--- src/rtl/pcb_pkg.sv ---
package pcb_pkg;
   typedef enum logic [1:0] {
      NXT_SEQ  = 2'd0,
      NXT_JUMP = 2'd1,
      NXT_REL  = 2'd2
   } nxt_kind_e;
endpackage

--- src/rtl/pcb_offset_ext.sv ---
module pcb_offset_ext #(
   parameter int HI_W = 3,
   parameter int LO_W = 3,
   parameter int PC_W = 16
) (
   input  logic [HI_W-1:0] ofs_hi,
   input  logic [LO_W-1:0] ofs_lo,
   output logic [PC_W-1:0] ofs_ext
);
   localparam int OFS_W = HI_W + LO_W;

   logic [OFS_W-1:0] raw;
   assign raw = {ofs_hi, ofs_lo};

   generate
      if (PC_W > OFS_W) begin : g_extend
         assign ofs_ext = {{(PC_W-OFS_W){raw[OFS_W-1]}}, raw};
      end else begin : g_same
         assign ofs_ext = raw[PC_W-1:0];
      end
   endgenerate
endmodule

--- src/rtl/pcb_branch_ctl.sv ---
module pcb_branch_ctl
   import pcb_pkg::*;
(
   input  logic      pc_load,
   input  logic      jump_sel,
   input  logic      cond_sel,
   input  logic      neg_flag,
   input  logic      zero_flag,
   output nxt_kind_e kind
);
   logic cond_hit;

   always_comb begin
      cond_hit = cond_sel ? neg_flag : zero_flag;
      if (!pc_load)
         kind = NXT_SEQ;
      else if (jump_sel)
         kind = NXT_JUMP;
      else if (cond_hit)
         kind = NXT_REL;
      else
         kind = NXT_SEQ;
   end
endmodule

--- src/rtl/pcb_next_addr.sv ---
module pcb_next_addr
   import pcb_pkg::*;
#(
   parameter int PC_W         = 16,
   parameter bit SHARED_ADDER = 1'b1
) (
   input  logic [PC_W-1:0] pc_cur,
   input  logic [PC_W-1:0] jump_addr,
   input  logic [PC_W-1:0] ofs_ext,
   input  nxt_kind_e       kind,
   output logic [PC_W-1:0] pc_nxt
);
   localparam logic [PC_W-1:0] STEP = PC_W'(1);

   generate
      if (SHARED_ADDER) begin : g_shared
         logic [PC_W-1:0] addend;
         always_comb begin
            addend = (kind == NXT_REL) ? ofs_ext : STEP;
            pc_nxt = (kind == NXT_JUMP) ? jump_addr : pc_cur + addend;
         end
      end else begin : g_dual
         logic [PC_W-1:0] seq_sum;
         logic [PC_W-1:0] rel_sum;
         always_comb begin
            seq_sum = pc_cur + STEP;
            rel_sum = pc_cur + ofs_ext;
            unique case (kind)
               NXT_JUMP: pc_nxt = jump_addr;
               NXT_REL:  pc_nxt = rel_sum;
               default:  pc_nxt = seq_sum;
            endcase
         end
      end
   endgenerate
endmodule

--- src/rtl/pc_branch_unit.sv ---
module pc_branch_unit
   import pcb_pkg::*;
#(
   parameter int PC_W         = 16,
   parameter int HI_W         = 3,
   parameter int LO_W         = 3,
   parameter bit SHARED_ADDER = 1'b1
) (
   input  logic            clk,
   input  logic            rst,
   input  logic            neg_flag,
   input  logic            zero_flag,
   input  logic            pc_load,
   input  logic            jump_sel,
   input  logic            cond_sel,
   input  logic [HI_W-1:0] ofs_hi,
   input  logic [LO_W-1:0] ofs_lo,
   input  logic [PC_W-1:0] jump_addr,
   output logic [PC_W-1:0] pc_q
);
   localparam int OFS_W = HI_W + LO_W;
   localparam logic [PC_W-1:0] ONE = PC_W'(1);

   generate
      if (OFS_W > PC_W) begin : g_bad_width
         $error("displacement wider than program counter");
      end
      if (HI_W < 1 || LO_W < 1) begin : g_bad_field
         $error("displacement fields must be at least one bit");
      end
   endgenerate

   logic [PC_W-1:0] ofs_ext;
   logic [PC_W-1:0] pc_nxt;
   nxt_kind_e       kind;

   pcb_offset_ext #(.HI_W(HI_W), .LO_W(LO_W), .PC_W(PC_W)) u_ofs (
      .ofs_hi (ofs_hi),
      .ofs_lo (ofs_lo),
      .ofs_ext(ofs_ext)
   );

   pcb_branch_ctl u_ctl (
      .pc_load  (pc_load),
      .jump_sel (jump_sel),
      .cond_sel (cond_sel),
      .neg_flag (neg_flag),
      .zero_flag(zero_flag),
      .kind     (kind)
   );

   pcb_next_addr #(.PC_W(PC_W), .SHARED_ADDER(SHARED_ADDER)) u_nxt (
      .pc_cur   (pc_q),
      .jump_addr(jump_addr),
      .ofs_ext  (ofs_ext),
      .kind     (kind),
      .pc_nxt   (pc_nxt)
   );

   always_ff @(posedge clk) begin
      if (rst)
         pc_q <= '0;
      else
         pc_q <= pc_nxt;
   end

   assert_reset_clear_R1: assert property (@(posedge clk)
      rst |=> pc_q == '0);

   assert_count_up_R2: assert property (@(posedge clk) disable iff (rst)
      !pc_load |=> pc_q == $past(pc_q) + ONE);

   assert_jump_load_R3: assert property (@(posedge clk) disable iff (rst)
      (pc_load && jump_sel) |=> pc_q == $past(jump_addr));

   assert_neg_branch_R4: assert property (@(posedge clk) disable iff (rst)
      (pc_load && !jump_sel && cond_sel && neg_flag)
      |=> pc_q == $past(pc_q) + $past(ofs_ext));

   assert_zero_branch_R5: assert property (@(posedge clk) disable iff (rst)
      (pc_load && !jump_sel && !cond_sel && zero_flag)
      |=> pc_q == $past(pc_q) + $past(ofs_ext));

   assert_fall_through_R6: assert property (@(posedge clk) disable iff (rst)
      (pc_load && !jump_sel && !(cond_sel ? neg_flag : zero_flag))
      |=> pc_q == $past(pc_q) + ONE);

   assert_sign_ext_R7: assert property (@(posedge clk) disable iff (rst)
      ofs_ext[PC_W-1] == ofs_hi[HI_W-1] && ofs_ext[LO_W-1:0] == ofs_lo);

   assert_wrap_top_R8: assert property (@(posedge clk) disable iff (rst)
      (!pc_load && pc_q == '1) |=> pc_q == '0);
endmodule

--- config.mk ---
export PLATFORM = sky130hd
export DESIGN_NAME = pc_branch_unit
export DESIGN_NICKNAME = d
export VERILOG_FILES = /design/src/rtl/pcb_pkg.sv /design/src/rtl/pcb_offset_ext.sv /design/src/rtl/pcb_branch_ctl.sv /design/src/rtl/pcb_next_addr.sv /design/src/rtl/pc_branch_unit.sv
export SDC_FILE = /design/constraint.sdc
export NUM_CORES = 1
export LEC_CHECK = 0
export ABC_CLOCK_PERIOD_IN_PS = 2600
export BUFFER_PORTS_ARGS = -buffer_cell sky130_fd_sc_hd__buf_2
export CORE_ASPECT_RATIO = 1.2
export CORE_MARGIN = 2
export CORE_UTILIZATION = 39
export DETAILED_ROUTE_END_ITERATION = 16
export GPL_TIMING_DRIVEN = 0
export PLACE_DENSITY = 0.68
export RECOVER_POWER = 50
export SYNTH_ARGS = -nofsm -noshare
export SYNTH_HDL_FRONTEND = slang
export SYNTH_SLANG_ARGS = --single-unit
export TNS_END_PERCENT = 100
--- constraint.sdc ---
create_clock -name clk -period 2.6 [get_ports clk]
set_input_delay 0.26 -clock clk [delete_from_list [all_inputs] [get_ports clk]]
set_output_delay 0.26 -clock clk [all_outputs]
set_load 0.01 [all_outputs]
==> run summary, run 1 <==
Run status -> finished, final reports clean
Clock transition at the registers of the reported paths -> 110 ps
Util after Layout -> 52.01%
Synth Net Count -> 191
Crit path max fanout -> 6
Post-Synth Simple-Gate Area -> 41.69%
Final worst path period need -> 2472 ps
IO Count -> 45
CTS buffer count -> 3
Setup WS pre-CTS -> -397.6 ps
Mapped Area -> 1287 um^2
Synth Area in Adders -> 6.414%
Syn_area_per_cell -> 8.253 um^2
Post-DR wirelength/cell -> 14.67 um
Max reg flops -> 16
WP data required -> 2860 ps
Number of synthesized flops with an enable pin -> 0
Core footprint -> 3110 um^2
GR peak layer -> met2
Most flop-heavy register -> pc_q
Share of layout cells above drive strength 1 -> 20.39%
Final period util -> 95.09%
Largest net degree at the start of global routing -> 11
#FFs+latches synth -> 16
CTS H-tree lvls -> 1
Final net count -> 242
Max Cap Violations -> 0
R2R Path Start -> pc_q[3]$_SDFF_PP0_
Leak Pwr -> 0.7098 nW
Total Routed Length -> 3549 um
Worst slew pin tran -> 541.7 ps
Slowest-stage cell, CP -> a2111o_1
HP Class -> in -> reg
First-pass GRT wire length -> 5775 um
FMAX -> 0.4045 GHz
DR DRC count -> 0
Post-synthesis mux area share -> 4.956%
Area growth, synth to finish -> 25.66%
Final Skew -> 8.386 ps
DP HPWL -> 2595 um
Largest cells by area after synthesis -> dfxtp_1, nand3b_1, ha_1
CP max stage delay -> 540 ps
Worst Min Path Start -> jump_addr[4]
R2R cell count -> 6
RSZ-0062 raised after global routing -> false
CP Capture Type -> flip-flop
ANT nets after route -> 0
Worst-skew pair later-pin latency -> 310 ps
Setup TNS -> 0 ps
Distinct cell type count after synthesis -> 37
Total vias in the final route -> 1,393
Routability congestion estimate -> 0.8640
DRT iter0 DRCs -> 52
Final setup fails -> 0
Die height -> 66.94 um
Final hold vios -> 0
Startpoint types -> primary input
CP Class -> in -> reg
Max Root-Sink Buffers -> 2
Relative slew slack -> 63.89%
Vias in the first global route -> 1,280
Diodes inserted -> 0
Top flop regs -> pc_q (16)
Crit-path cells -> buf_2 -> mux2i_4 -> nor3b_4 -> and2_1 -> ha_1 -> and3_4 -> a2111o_1 -> and4_4 -> or3_1 -> nand3_1
Clock Sinks -> 16
Row count -> 22
Worst reg-to-reg setup slack -> 440 ps
Largest family of logic cells by synthesized area -> simple AND/OR/NAND/NOR gates
PwrDens -> 393.0 nW/um^2
R2r endpoint -> pc_q[13]$_SDFF_PP0_
Root cell of the clock tree -> clkbuf_4
Compound-gate portion of the synthesized area -> 15.74%
Commonest cells in the netlist -> dfxtp_1, nand3b_1, nand3_1
Hold_ws -> 178.6 ps
Met3 Usage GRT -> 3.495%
Sequential fraction of the synthesis area -> 24.88%
Xor/xnor share of the synthesized area -> 3.401%
Initial antenna violation count -> 0
WP data arrival -> 2730 ps
Final slew viol count -> 0
Port bufs -> 44
M2 GR Usage -> 34.30%
Hold path endpoint -> pc_q[4]$_SDFF_PP0_
Initial core utilization -> 41.39%
GR Util met1 -> 22.33%
Yosys Warn Count -> 0
GRT Resource Usage Total -> 19.25%
Cell taking the most area after synthesis -> dfxtp_1
Die Area -> 3779 um^2
TritonCTS clock tree -> built
Hold Path Stages -> 3
Maximum vdd drop -> 256.5 uV
Async set-reset flop share out of synthesis -> 0%
Main flop type after synthesis -> dfxtp_1
Final setup margin -> 127.6 ps
Die X -> 56.45 um
Mapped Cells -> 156
GRT overflow -> 0
Routed vias/inst -> 5.756
Drt first pass iters -> 4
Yosys top cell area share -> 24.88%
per-stage QoR:
stage	cells	instance area, um^2	total power [mW]
2_1_floorplan	156	1301	0.3941
3_3_place_gp	236	1567	0.4560
3_5_place_dp	236	1567	0.4610
4_1_cts	240	1609	0.6416
5_1_grt	242	1618	0.6752
6_report	242	1618	0.6358
worst max-delay path: cells and delay by family:
family / cells / cell delay [ps]
mux: 1 / 210
simple gates: 6 / 1330
fa+ha+maj: 1 / 280
compound gates: 1 / 540
buf+inv: 1 / 120
kinds of logic after synthesis:
kind of cell / count (synthesis)
muxes: 6
xor gates and xnor gates: 5
and+or+nand+nor: 87
buffers and inverters: 8
AOI/OAI and AO/OA: 28
DFF: 16
adders and majority gates: 6
placed cells by master, fill, tap and decap left out, drive strengths merged, types with 2 or more instances in the layout:
cell type,n
and3b,2
and3,5
and2,6
xnor2,4
nor3,7
or3,5
nor3b,5
and4,2
clkbuf,27
a21oi,5
nand3b,16
dfxtp,16
buf,31
o21ai,7
o211a,2
nand4b,2
a211oi,5
nand2,10
a2111o,4
mux2i,6
nand2b,2
nor2,6
nand3,11
ha,5
a21o,2
nor4,5
per-layer routing:
metal  vias up  share of wire (%)
met5         -                  0
met4         0                2.0
met3         7                6.3
met2        51                 49
met1       642                 42
li1        693                  -
what timing repair did:
action | CTS | global route
gates resized for setup | 1 | 3
pin swaps | 1 | 2
hold buffers | 0 | 0
setup endpoints to repair | 3 | 7
buffers inserted | 0 | 2
cell type report:
cell class / instances / area, um^2
plain buffers: 8 / 37.54
well taps: 36 / 45.04
clock buffers: 4 / 36.28
multi-input cells: 132 / 963.4
repair buffers: 46 / 215.2
flip-flops and latches: 16 / 320.3
fillers: 331 / 1493
how the worst max path moves through the flow:
| stage | from | endpoint | slack, ps | depth (start not counted) |
|---|---|---|---|---|
| 2_1_floorplan | cond_sel | pc_q[14]$_SDFF_PP0_ | 30 | 10 |
| 3_3_place_gp | cond_sel | pc_q[14]$_SDFF_PP0_ | -350 | 11 |
| 3_5_place_dp | cond_sel | pc_q[14]$_SDFF_PP0_ | -400 | 11 |
| 4_1_cts | cond_sel | pc_q[14]$_SDFF_PP0_ | 20 | 11 |
| 5_1_grt | cond_sel | pc_q[13]$_SDFF_PP0_ | 10 | 10 |
| 6_report | cond_sel | pc_q[13]$_SDFF_PP0_ | 130 | 10 |
where the power goes:
group          switching (mW)  leakage (nW)  internal (mW)
registers              0.0222         0.132          0.264
clock network          0.0913        0.0210         0.0856
logic                  0.0921         0.557         0.0802
total                   0.206         0.710          0.430
Note: power is estimated with default switching activity, not from simulation.
==> run 2: changes to the inputs <==
--- a/config.mk
+++ b/config.mk
@@ -6,5 +6,5 @@
 export NUM_CORES = 1
 export LEC_CHECK = 0
-export ABC_CLOCK_PERIOD_IN_PS = 2600
+export ABC_CLOCK_PERIOD_IN_PS = 2950
 export BUFFER_PORTS_ARGS = -buffer_cell sky130_fd_sc_hd__buf_2
 export CORE_ASPECT_RATIO = 1.2
@@ -13,5 +13,5 @@
 export DETAILED_ROUTE_END_ITERATION = 16
 export GPL_TIMING_DRIVEN = 0
-export PLACE_DENSITY = 0.68
+export PLACE_DENSITY = 0.66
 export RECOVER_POWER = 50
 export SYNTH_ARGS = -nofsm -noshare
==> constraint.sdc (replaced) <==
create_clock -name clk -period 2.95 [get_ports clk]
set_input_delay 0.295 -clock clk [delete_from_list [all_inputs] [get_ports clk]]
set_output_delay 0.295 -clock clk [all_outputs]
set_load 0.1 [all_outputs]
==> run summary, run 2 (synthesis results as in run 1) <==
Run status -> finished, final reports clean
First-pass GRT wire length -> 6127 um (+6.1%)
Dpl cell area -> 1553 um^2 (-0.88%)
PwrDens -> 422.3 nW/um^2 (+7.5%)
Most common cell after layout, fill and taps aside -> buf_2
Diodes inserted -> 0 (unchanged)
Share of layout cells above drive strength 1 -> 19.12% (-1.3 points)
WP data required -> 3190 ps (+330 ps)
Final hold vios -> 0 (unchanged)
Area growth, synth to finish -> 22.35%
Total Routed Length -> 3594 um (+1.3%)
Max Cap Violations -> 0 (unchanged)
Placed cells -> 236 (unchanged)
Die Area -> 3779 um^2 (unchanged)
Vias in the first global route -> 1,365 (+6.6%)
Total vias in the final route -> 1,400 (+0.50%)
Final setup fails -> 0 (unchanged)
Setup TNS -> 0 ps (unchanged)
Worst-skew pair later-pin latency -> 300 ps (about the same)
WP data arrival -> 3020 ps (+290 ps)
Max reg flops -> 16 (unchanged)
Initial antenna violation count -> 0 (unchanged)
Leak Pwr -> 0.6975 nW (-1.7%)
Port bufs -> 44 (unchanged)
Die X -> 56.45 um (unchanged)
Post-DR wirelength/cell -> 14.98 um (+2.1%)
Startpoint types -> primary input
HP Class -> in -> reg
Worst slew pin tran -> 1165 ps (+622.9 ps)
Root cell of the clock tree -> clkbuf_4
IO Count -> 45 (unchanged)
CTS H-tree lvls -> 1 (unchanged)
CP Class -> in -> reg
Non-Filler Instances -> 240 (-0.83%)
GRT overflow -> 0 (unchanged)
Clock transition at the registers of the reported paths -> 110 ps (about the same)
TritonCTS clock tree -> built
Most frequent cells in the layout -> buf_2, clkbuf_1, nand3b_1, dfxtp_1, nand3_1
Crit path max fanout -> 10 (+4)
Maximum vdd drop -> 277.6 uV (+8.2%)
Final slew viol count -> 0 (unchanged)
GRT Resource Usage Total -> 20.24% (+0.98 points)
RSZ-0062 raised after global routing -> false
Clock Sinks -> 16 (unchanged)
Initial core utilization -> 41.39% (unchanged)
Row count -> 22 (unchanged)
Drt first pass iters -> 4 (unchanged)
Final Skew -> 8.777 ps (+0.3912 ps)
Routed vias/inst -> 5.833 (+1.3%)
Final period util -> 94.11%
Core footprint -> 3110 um^2 (unchanged)
Final setup margin -> 173.9 ps (+46.28 ps)
Die height -> 66.94 um (unchanged)
Setup WS pre-CTS -> -318.6 ps (+78.97 ps)
Max Root-Sink Buffers -> 2 (unchanged)
Final worst path period need -> 2776 ps
Routability congestion estimate -> 0.8189 (-5.2%)
Largest net degree at the start of global routing -> 11 (unchanged)
DP HPWL -> 2753 um (+6.1%)
Final net count -> 240 (-0.83%)
Post-route cell area -> 1575 um^2 (-2.6%)
CTS buffer count -> 3 (unchanged)
ANT nets after route -> 0 (unchanged)
CP Capture Type -> flip-flop
Top flop regs -> pc_q (16)
DR DRC count -> 0 (unchanged)
FMAX -> 0.3602 GHz
Relative slew slack -> 22.69% (-41 points)
Most flop-heavy register -> pc_q
DRT iter0 DRCs -> 56 (+7.7%)
==> run 2: cell types whose count changed in the layout (fill, tap and decap cells not counted), sizes merged <==
cell    change
buf         -1
clkbuf      -1
==> run 2: metal layers <==
layer | share of wire [%] | wire (um) | vias up | global-route usage (%)
li1 | - | - | 691 | -
met1 | 44 | 1564 | 657 | 25.15
met2 | 49 | 1779 | 46 | 35.32
met3 | 5.5 | 198 | 6 | 3.107
met4 | 1.4 | 52 | 0 | 6.845
met5 | 0 | 0 | - | 0
==> run 2: final timing paths <==
kind | startpoint | endpoint | slack (ps) | cells past startpoint
max | cond_sel | pc_q[14]$_SDFF_PP0_ | 170 | 11
min | jump_addr[9] | pc_q[9]$_SDFF_PP0_ | 230 | 3
max reg2reg | pc_q[0]$_SDFF_PP0_ | pc_q[14]$_SDFF_PP0_ | 600 | 7
min reg2reg | pc_q[7]$_SDFF_PP0_ | pc_q[7]$_SDFF_PP0_ | 580 | 2
==> run 2: timing repair <==
| item | in CTS | in global routing |
|---|---|---|
| hold endpoints to repair | 0 | 0 |
| endpoints found under the setup margin | 2 | 0 |
| buffers inserted | 0 | 0 |
| gates resized for setup | 1 | 0 |
| hold buffers | 0 | 0 |
==> run 2: report_power, final <==
group	internal [mW]	switching (mW)	leakage [nW]
clock	0.0753	0.0790	0.0210
sequential	0.233	0.0193	0.132
combinational	0.0654	0.193	0.545
total	0.374	0.291	0.697
==> run 2: layout make-up <==
type	count	area [um^2]
Timing Repair Buffer	44	201.4
Sequential cell	16	320.3
Clock buffer	4	36.28
Multi-Input combinational cell	132	934.6
Buffer	8	37.54
Tap cell	36	45.04
Fill cell	327	1535
==> run 2: per-stage QoR <==
stage | power (mW) | utilization [%] | hold WS, ps
after global routing | 0.6997 | 50.64 | 222.6
final | 0.6652 | 50.64 | 225.4
after CTS | 0.6745 | 51.25 | 225.7
after global placement | 0.5140 | 49.92 | 526.9
after floorplan | 0.4600 | - | 431.0
after detailed placement | 0.5200 | 49.92 | 538.9
==> run 2: worst max-delay path, cell delays in order <==
cell and delay (ps):
buf_2 110, mux2i_2 220, nor3b_2 340, nand2b_1 100, ha_1 220, fa_1 430
a211oi_1 330, o21ba_2 300, and3b_1 210, or3_1 370, nand3_1 90
==> run 3: changes to the inputs <==
CTS_BUF_LIST = sky130_fd_sc_hd__clkbuf_16   (was not set)
==> run summary, run 3 (synthesis results as in run 1) <==
Port bufs -> 44 (unchanged)
GRT overflow -> 0 (unchanged)
Area growth, synth to finish -> 26.14%
Combinational Power Share -> 33.3% (-5.6 points)
Relative slew slack -> 22.68% (about the same)
Worst slew pin tran -> 1165 ps (+0.1840 ps)
Worst Min Path Start -> jump_addr[4]
TritonCTS clock tree -> built
Crit path to -> pc_q[13]$_SDFF_PP0_
Total vias in the final route -> 1,393 (-0.50%)
Worst-skew pair later-pin latency -> 240 ps (-60 ps)
Final slew viol count -> 0 (unchanged)
CTS buffer count -> 3 (unchanged)
Die X -> 56.45 um (unchanged)
Net switching power -> 0.3010 mW (+3.3%)
Most frequent cells in the layout -> buf_2, clkbuf_1, nand3b_1, dfxtp_1, nand3_1
Max Cap Violations -> 0 (unchanged)
Placed cells -> 236 (unchanged)
Sequential power share -> 32.4% (-5.5 points)
Worst reg-to-reg setup slack -> 700 ps (+100 ps)
Worst Setup SP -> cond_sel
Final period util -> 95.49% (+1.4 points)
Root cell of the clock tree -> clkbuf_16
DR DRC count -> 0 (unchanged)
Leak Pwr -> 0.7197 nW (+3.2%)
Final Skew -> 1.452 ps (-7.325 ps)
Initial antenna violation count -> 0 (unchanged)
Row count -> 22 (unchanged)
GRT Resource Usage Total -> 20.20% (-0.041 points)
Routability congestion estimate -> 0.8189 (unchanged)
Die height -> 66.94 um (unchanged)
Max Root-Sink Buffers -> 2 (unchanged)
Share of layout cells above drive strength 1 -> 19.61% (+0.49 points)
Die Area -> 3779 um^2 (unchanged)
Diodes inserted -> 0 (unchanged)
Post-DR wirelength/cell -> 15.06 um (+0.56%)
Most common cell after layout, fill and taps aside -> buf_2
Clock Sinks -> 16 (unchanged)
WP data required -> 3140 ps (-50 ps)
First-pass GRT wire length -> 6141 um (+0.23%)
Int Pwr -> 0.4797 mW (+28%)
Core footprint -> 3110 um^2 (unchanged)
Final worst path period need -> 2817 ps (+40.72 ps)
PwrDens -> 480.7 nW/um^2 (+14%)
Run status -> finished, final reports clean
HP Class -> in -> reg
IO Count -> 45 (unchanged)
RSZ-0062 raised after global routing -> false
CTS H-tree lvls -> 1 (unchanged)
DP HPWL -> 2753 um (unchanged)
Clock transition at the registers of the reported paths -> 50 ps (-60 ps)
CP Class -> in -> reg
Most flop-heavy register -> pc_q
Largest net degree at the start of global routing -> 11 (unchanged)
Post-route cell area -> 1624 um^2 (+3.1%)
Clock share of power -> 34.3% (+11 points)
Power Total -> 0.7808 mW (+17%)
Drt first pass iters -> 4 (unchanged)
Routed vias/inst -> 5.804 (-0.50%)
Net Sw Frac -> 38.55% (-5.2 points)
Crit path max fanout -> 10 (unchanged)
Initial core utilization -> 41.39% (unchanged)
Startpoint types -> primary input
Maximum vdd drop -> 269.1 uV (-3.1%)
Vias in the first global route -> 1,370 (+0.37%)
Final net count -> 240 (unchanged)
Util after Layout -> 52.21% (+1.6 points)
Dpl cell area -> 1553 um^2 (unchanged)
Non-Filler Instances -> 240 (unchanged)
CP Capture Type -> flip-flop
Final setup fails -> 0 (unchanged)
WP data arrival -> 3000 ps (-20 ps)
FMAX -> 0.3550 GHz (-1.4%)
Final hold vios -> 0 (unchanged)
ANT nets after route -> 0 (unchanged)
Top flop regs -> pc_q (16)
Total Routed Length -> 3614 um (+0.56%)
DRT iter0 DRCs -> 44 (-21%)
R2R cell count -> 7 (unchanged)
R2R Path Start -> pc_q[0]$_SDFF_PP0_
Max reg flops -> 16 (unchanged)
R2r endpoint -> pc_q[14]$_SDFF_PP0_
Hold_ws -> 280.3 ps (+54.90 ps)
-- run 3: cell count changes in the layout (fill, tap and decap cells not counted), sizes merged --
cell | before | now
buf | 30 | 31
clkbuf | 26 | 24
clkinv | 0 | 1
-- run 3: area by class of cell --
class                   instances  area [um^2]
fillers                       323         1486
multi-input cells             132        939.7
flip-flops and latches         16        320.3
repair buffers                 44        202.7
clock buffers                   3        75.07
well taps                      36        45.04
plain buffers                   8        37.54
clock inverters                 1        3.754
-- run 3: worst min-delay path by stage --
stage | end | slack (ps) | cells after the start
final | pc_q[4]$_SDFF_PP0_ | 280 | 3
after global routing | pc_q[1]$_SDFF_PP0_ | 290 | 3
after global placement | pc_q[4]$_SDFF_PP0_ | 530 | 3
after floorplan | pc_q[0]$_SDFF_PP0_ | 430 | 2
after detailed placement | pc_q[4]$_SDFF_PP0_ | 540 | 3
after CTS | pc_q[4]$_SDFF_PP0_ | 290 | 3
-- run 3: power by group through the flow --
stage | sequential [mW] | combinational, mW | clock, mW
after floorplan | 0.375 | 0.0845 | 0
after global placement | 0.255 | 0.259 | 0
after detailed placement | 0.257 | 0.263 | 0
after CTS | 0.253 | 0.264 | 0.271
after global routing | 0.256 | 0.279 | 0.283
final | 0.253 | 0.260 | 0.267
-- run 3: stage by stage --
step	setup WS (ps)	TNS (ps)
after floorplan	217.2	0
after global placement	-313.2	-1636
after detailed placement	-318.6	-1636
after CTS	124.2	0
after global routing	2.275	0
final	133.1	0
-- run 3: metal layers --
metal / track usage (%) / wire [um] / vias up
li1: - / - / 689
met1: 24.91 / 1594 / 651
met2: 35.61 / 1782 / 49
met3: 3.107 / 207 / 4
met4: 6.548 / 30 / 0
met5: 0 / 0 / -
-- run 3: repair_timing --
item / CTS / global route
gates resized for setup: 1 / 1
hold buffers: 0 / 0
buffers inserted: 0 / 0
pin swaps: 0 / 1
endpoints found under the setup margin: 3 / 2
-- run 3: critical path, stage by stage --
cell and delay (ps):
buf_2 90, mux2i_2 460, nor3b_2 150, and2_1 190
ha_1 340, and3_4 200, a2111o_1 550, and4_4 260
or3_1 370, nand3_1 80
